===== config.mk =====
export PLATFORM = sky130hd
export DESIGN_NAME = hotswap_seq
export DESIGN_NICKNAME = d
export VERILOG_FILES = /design/src/rtl/hotswap_seq.sv
export SDC_FILE = /design/constraint.sdc
export NUM_CORES = 1
export LEC_CHECK = 0
export CORE_ASPECT_RATIO = 1.2
export CORE_MARGIN = 2
export CORE_UTILIZATION = 48
export DETAILED_ROUTE_END_ITERATION = 7
export HOLD_SLACK_MARGIN = 0.12
export PLACE_DENSITY = 0.71
export SETUP_SLACK_MARGIN = 0.15
export SLEW_MARGIN = 30
export SYNTH_ARGS = -nofsm -noshare
export SYNTH_HDL_FRONTEND = slang
export SYNTH_SLANG_ARGS = --single-unit

===== constraint.sdc =====
create_clock -name clk -period 1.9 [get_ports clk]
set_input_delay 0.38 -clock clk [delete_from_list [all_inputs] [get_ports clk]]
set_output_delay 0.38 -clock clk [all_outputs]
set_load 0.1 [all_outputs]

===== src/rtl/hotswap_seq.sv =====
module hotswap_seq #(
  parameter int TMR_W     = 8,
  parameter int TMR_HI    = 200,
  parameter int TMR_LO    = 20,
  parameter int SLOW_STEP = 5,
  parameter int FAST_STEP = 30
) (
  input  logic             clk,
  input  logic             rst_n,
  input  logic             lockout_a,
  input  logic             uv_a,
  input  logic             ov_a,
  input  logic             reset_a,
  input  logic             gate_low_a,
  input  logic             gate_high_a,
  input  logic             sense_trip_a,
  input  logic             ss_low_a,
  input  logic             fault_latch,
  output logic             gate_en,
  output logic             ss_en,
  output logic             pgood,
  output logic [2:0]       tmr_mode,
  output logic [TMR_W-1:0] tmr_level
);

  localparam int NFLAG = 8;
  localparam logic [TMR_W-1:0] T_HI   = TMR_W'(TMR_HI);
  localparam logic [TMR_W-1:0] T_LO   = TMR_W'(TMR_LO);
  localparam logic [TMR_W-1:0] T_SLOW = TMR_W'(SLOW_STEP);
  localparam logic [TMR_W-1:0] T_FAST = TMR_W'(FAST_STEP);

  localparam logic [2:0] M_CLR   = 3'd0;
  localparam logic [2:0] M_HOLD  = 3'd1;
  localparam logic [2:0] M_SLOW  = 3'd2;
  localparam logic [2:0] M_FAST  = 3'd3;
  localparam logic [2:0] M_LATCH = 3'd4;

  typedef enum logic [3:0] {
    S_LOCK, S_OFF, S_INIT, S_DISCH, S_ARM, S_START, S_RUN, S_OVH, S_SHUT
  } phase_t;

  logic [NFLAG-1:0] raw, sync1, sync2;
  logic lock_s, uv_s, ov_s, rst_s, glo_s, ghi_s, sns_s, sslo_s;

  assign raw = {lockout_a, uv_a, ov_a, reset_a, gate_low_a, gate_high_a, sense_trip_a, ss_low_a};

  always_ff @(posedge clk or negedge rst_n)
    if (!rst_n) begin
      sync1 <= '0;
      sync2 <= '0;
    end else begin
      sync1 <= raw;
      sync2 <= sync1;
    end

  assign {lock_s, uv_s, ov_s, rst_s, glo_s, ghi_s, sns_s, sslo_s} = sync2;

  phase_t state, nxt;
  logic [TMR_W-1:0] tmr, tmr_n;
  logic pg_n;

  wire init_ok = !ov_s && glo_s && !sns_s && sslo_s && (tmr <= T_LO);
  wire arm_ok  = !ov_s && glo_s && !sns_s && sslo_s;

  always_comb begin
    nxt = state;
    if (lock_s)
      nxt = S_LOCK;
    else if (uv_s || rst_s)
      nxt = S_OFF;
    else
      case (state)
        S_LOCK:  nxt = S_OFF;
        S_OFF:   if (init_ok) nxt = S_INIT;
        S_INIT:  if (tmr >= T_HI) nxt = S_DISCH;
        S_DISCH: if (tmr <= T_LO) nxt = S_ARM;
        S_ARM:   if (arm_ok) nxt = S_START;
        S_START: if (fault_latch) nxt = S_SHUT;
                 else if (ov_s) nxt = S_OVH;
                 else if (ghi_s) nxt = S_RUN;
        S_RUN:   if (fault_latch) nxt = S_SHUT;
                 else if (ov_s) nxt = S_OVH;
        S_OVH:   if (fault_latch) nxt = S_SHUT;
                 else if (!ov_s) nxt = S_START;
        S_SHUT:  nxt = S_SHUT;
        default: nxt = S_LOCK;
      endcase
  end

  logic [TMR_W:0]   up_sum;
  logic [TMR_W-1:0] up_sat, dn_sat;
  assign up_sum = {1'b0, tmr} + {1'b0, T_SLOW};
  assign up_sat = up_sum[TMR_W] ? '1 : up_sum[TMR_W-1:0];
  assign dn_sat = (tmr > T_FAST) ? tmr - T_FAST : '0;

  always_comb begin
    case (state)
      S_LOCK, S_OFF: tmr_n = '0;
      S_INIT:        tmr_n = (tmr >= T_HI) ? tmr : up_sat;
      S_DISCH:       tmr_n = (tmr <= T_LO) ? tmr : dn_sat;
      S_SHUT:        tmr_n = '1;
      default:       tmr_n = tmr;
    endcase
  end

  always_comb begin
    case (nxt)
      S_RUN:          pg_n = 1'b1;
      S_START, S_OVH: pg_n = pgood;
      default:        pg_n = 1'b0;
    endcase
  end

  always_ff @(posedge clk or negedge rst_n)
    if (!rst_n) begin
      state <= S_LOCK;
      tmr   <= '0;
      pgood <= 1'b0;
    end else begin
      state <= nxt;
      tmr   <= tmr_n;
      pgood <= pg_n;
    end

  wire driving = (state == S_START) || (state == S_RUN);
  assign ss_en     = driving;
  assign gate_en   = driving && !fault_latch;
  assign tmr_level = tmr;

  always_comb begin
    case (state)
      S_LOCK, S_OFF: tmr_mode = M_CLR;
      S_INIT:        tmr_mode = M_SLOW;
      S_DISCH:       tmr_mode = M_FAST;
      S_SHUT:        tmr_mode = M_LATCH;
      default:       tmr_mode = M_HOLD;
    endcase
  end

  wire quiet = !lock_s && !uv_s && !rst_s;

  assert_lockout_off_R2: assert property (@(posedge clk) disable iff (!rst_n)
    lock_s |=> (!gate_en && !ss_en && !pgood && tmr_mode == M_CLR));

  assert_uv_shutdown_R3: assert property (@(posedge clk) disable iff (!rst_n)
    (uv_s && !lock_s) |=> (tmr_mode == M_CLR && !ss_en && !pgood));

  assert_ov_keeps_state_R8: assert property (@(posedge clk) disable iff (!rst_n)
    (state == S_RUN && ov_s && !fault_latch && quiet) |=> (!ss_en && pgood && $stable(tmr_level)));

  assert_fault_latches_R9: assert property (@(posedge clk) disable iff (!rst_n)
    (fault_latch && ss_en && quiet) |=> (tmr_mode == M_LATCH && !pgood));

  assert_shut_sticky_R10: assert property (@(posedge clk) disable iff (!rst_n)
    (state == S_SHUT && quiet) |=> (state == S_SHUT && !gate_en));

  assert_init_cap_R5: assert property (@(posedge clk) disable iff (!rst_n)
    (tmr_mode == M_SLOW && tmr_level >= T_HI) |=> (tmr_mode == M_FAST));

endmodule


==> results of run 1 <==
## worst max path at each step
stage           startpoint     endpoint
2_1_floorplan     state[0]  tmr_mode[2]
3_3_place_gp   fault_latch        pgood
3_5_place_dp   fault_latch        pgood
4_1_cts           state[0]  tmr_mode[2]
5_1_grt           state[3]        pgood
6_report          state[3]        pgood
## cell usage in the layout (no fill, tap or decap), drive strengths merged, types with 6 or more instances in the layout
master / count
nand2: 13
a21oi: 10
o21ai: 16
nor3: 14
inv: 6
buf: 69
nor2: 17
nor2b: 8
dfrtp: 29
clkdlybuf4s50: 10
## cells by family (layout without fill, tap and decap cells)
logic type      after synthesis  count (layout)
buf+inv                      19              93
xor+xnor                      6               6
compound gates               42              42
flops                        29              29
simple gates                 72              72
fa+ha+maj                     4               4
mux                           3               3
## sequential cells by signal (all words and copies together) (netlist names)
name	count
state	4
sync2	8
tmr_level	8
sync1	8
pgood	1
## per-stage QoR
stage,cell area (um2),cells,utilization (%),setup TNS (ns)
final,2930,285,94.3,-0.750
after CTS,2720,277,87.5,-0.143
after detailed placement,2250,251,72.4,-0.110
after floorplan,1720,175,-,-1.01
after global placement,2250,251,72.4,0
after global routing,2930,285,94.3,-1.34
## metal layers
layer  share of wire (%)  up-vias  routed length, um  GRT usage [%]
li1                    -      757                  -              -
met5                   0        -                  0              0
met2                  51      162               3510           56.1
met1                  35      900               2410           35.9
met3                 8.2       59                561           10.1
met4                 5.7        0                395           14.9
## final cells by class
cell class	instances	area (um2)
fillers	84	176
repair buffers	79	875
inverters	6	27.5
clock inverters	3	46.3
clock buffers	5	37.5
well taps	36	45.0
multi-input cells	127	1150
flip-flops and latches	29	757
## power groups by stage
| stage | logic [W] | clock network (W) | registers [W] |
|---|---|---|---|
| after floorplan | 0.0000294 | 0 | 0.000654 |
| after global placement | 0.0000729 | 0 | 0.000656 |
| after detailed placement | 0.0000760 | 0 | 0.000658 |
| after CTS | 0.000104 | 0.000523 | 0.000644 |
| after global routing | 0.000128 | 0.000571 | 0.000647 |
| final | 0.000123 | 0.000545 | 0.000645 |
## worst max-delay path, delay by kind of cell, from the launching register on
kind | cells | cell delay, ns
flops | 1 | 0.46
compound gates | 2 | 0.49
simple gates | 3 | 0.81
buf+inv | 2 | 0.30
## repair_timing
action	4_1_cts	5_1_grt
setup endpoints to repair	14	18
hold buffers	0	0
pin swaps	37	27
buffers inserted	18	8
gates resized for setup	51	35
gates cloned	0	0
==> flow_metrics.py, run 1 <==
metrics = {
    "outcome": {
        "outcome": "complete, but fails checks",
        "violations": "setup timing",
    },
    "min_path": {
        "hold_class": "flip-flop to flip-flop",
        "hold_depth": 0,
        "hold_start": "sync1[3]",
        "hold_end": "sync2[3]",
    },
    "synth": {
        "synthMuxAreaShare_pct": 2.05,
        "netlist-cell-type-count": 44,
        "synth_edf_count": 0,
        "synth_fa_ha_area_share_pct": 3.15,
        "syn-cell-area_um2": 1590,
        "synth_most_common_cell": "dfrtp_1",
        "synth_top_area_cell": "dfrtp_1",
        "syn_nets": 190,
        "synth_common_cells": "dfrtp_1, nor2_1, nand2_1",
        "yosysWarnings": 0,
        "netlist_instances": 175,
        "synth_compound_area_share_pct": 16.0,
        "synth_seq_area_share_pct": 45.7,
        "yosys_register_bits": 29,
        "synth_top_family_by_area": "simple AND/OR/NAND/NOR gates",
        "yosysTopAreaCellShare_pct": 45.7,
        "synthSimpleGateAreaFrac_pct": 24.3,
        "synth.area.top_cells": "dfrtp_1, nor2_1, nor3_1",
        "synth_xor_area_share_pct": 3.31,
        "synth-main-ff-cell": "dfrtp_1",
        "synth-async-reset-ratio_pct": 100,
        "synth_area_per_cell_um2": 9.08,
    },
    "grt": {
        "grt_max_degree": 12,
        "grt_pass1_vias": 1804,
        "grt_pass1_wl_um": 8880,
        "track_usage_pct": 32.3,
        "grt-ovfl-total": 0,
        "antenna_found_initial": 0,
    },
    "final_layout": {
        "area_growth_pct": 84.6,
        "diodes": 0,
        "layout-drive-gt1-share_pct": 57.8,
        "final_nets": 263,
    },
    "sta": {
        "timing.final.crit_share_pct": 112,
        "slew_violations": 0,
        "max_freq_mhz": 470,
        "relSlewSlack_pct": 63.6,
        "period_needed_ns": 2.13,
        "finalHoldViolations": 0,
        "setup_violations": 9,
        "rsz0062_at_grt": "yes",
        "finalWorstSetupSlack_ns": -0.229,
        "holdWs_ns": 0.344,
        "tightestPinTransition_ns": 0.545,
        "finClkSkew_ns": 0.0179,
    },
    "die": {
        "fp.coreArea_um2": 3110,
        "initial_core_util_pct": 51.1,
        "die_y_um": 67.0,
        "rows": 22,
        "die-area_um2": 3790,
        "die_width_um": 56.5,
        "io_pins": 25,
    },
    "power": {
        "pwr-share-clk_pct": 41.5,
        "power_density_nw_per_um2": 447,
        "leakagePower_nw": 1.15,
        "power_switching_w": 0.000336,
        "p_int_w": 0.000977,
        "vdd_drop_max_v": 0.000789,
        "power_w": 0.00131,
        "seqPwrFrac_pct": 49.1,
        "combinationalPowerShare_pct": 9.3,
        "power_switching_share_pct": 25.6,
    },
    "routing": {
        "wl_per_cell_um": 24.1,
        "routed_wl_um": 6870,
        "drt_iter0_markers": 169,
        "num_vias": 1878,
        "drt-vias-per-instance": 6.59,
        "firstDrtPassIters": 5,
        "route.detailed.drc": 0,
        "antenna_left": 0,
    },
    "critical_path": {
        "regToRegSetupSlack_ns": -0.23,
        "worstSetupStartpointType": "flip-flop",
        "r2r.worst_path.cells": 7,
        "worstPathArrival_ns": 2.42,
        "crit_path_cell_trace": "buf_4 -> or3b_1 -> a31oi_1 -> nor4_2 -> buf_4 -> or3b_1 -> a21boi_1",
        "end_kind": "flip-flop",
        "r2r_start": "state[3]",
        "worstPathMaxFanout": 5,
        "max_stage_delay_ns": 0.46,
        "cp.required_ns": 2.19,
        "critPathSlowestCell": "dfrtp_2",
        "worstSetupPathType": "flip-flop to flip-flop",
        "r2r-end": "pgood",
    },
    "clocking": {
        "cts.reportedPaths.clkPinSlew_ns": 0.12,
        "cts_tree": "built",
        "cts_buffers": 5,
        "htreeDepth": 2,
        "cts_sinks": 29,
        "clock_latency_ns": 0.36,
        "clockRootBuffer": "clkbuf_4",
        "clk_path_buf_depth": 2,
    },
    "placement": {
        "hpwl_um": 3140,
        "port_buffers": 24,
        "routabilityCongestion": 0.899,
        "pre_cts_slack_ns": -0.0895,
    },
    "job": {
        "maxCapViolations": 0,
    },
}
Note: power is estimated with default switching activity, not from simulation.
==> inputs of run 2 (changes only) <==
Settings changed: CTS_CLUSTER_SIZE from default to 20.
==> results of run 2 <==
Same layout as run 1: the final DEF is identical, and so are final timing and power.
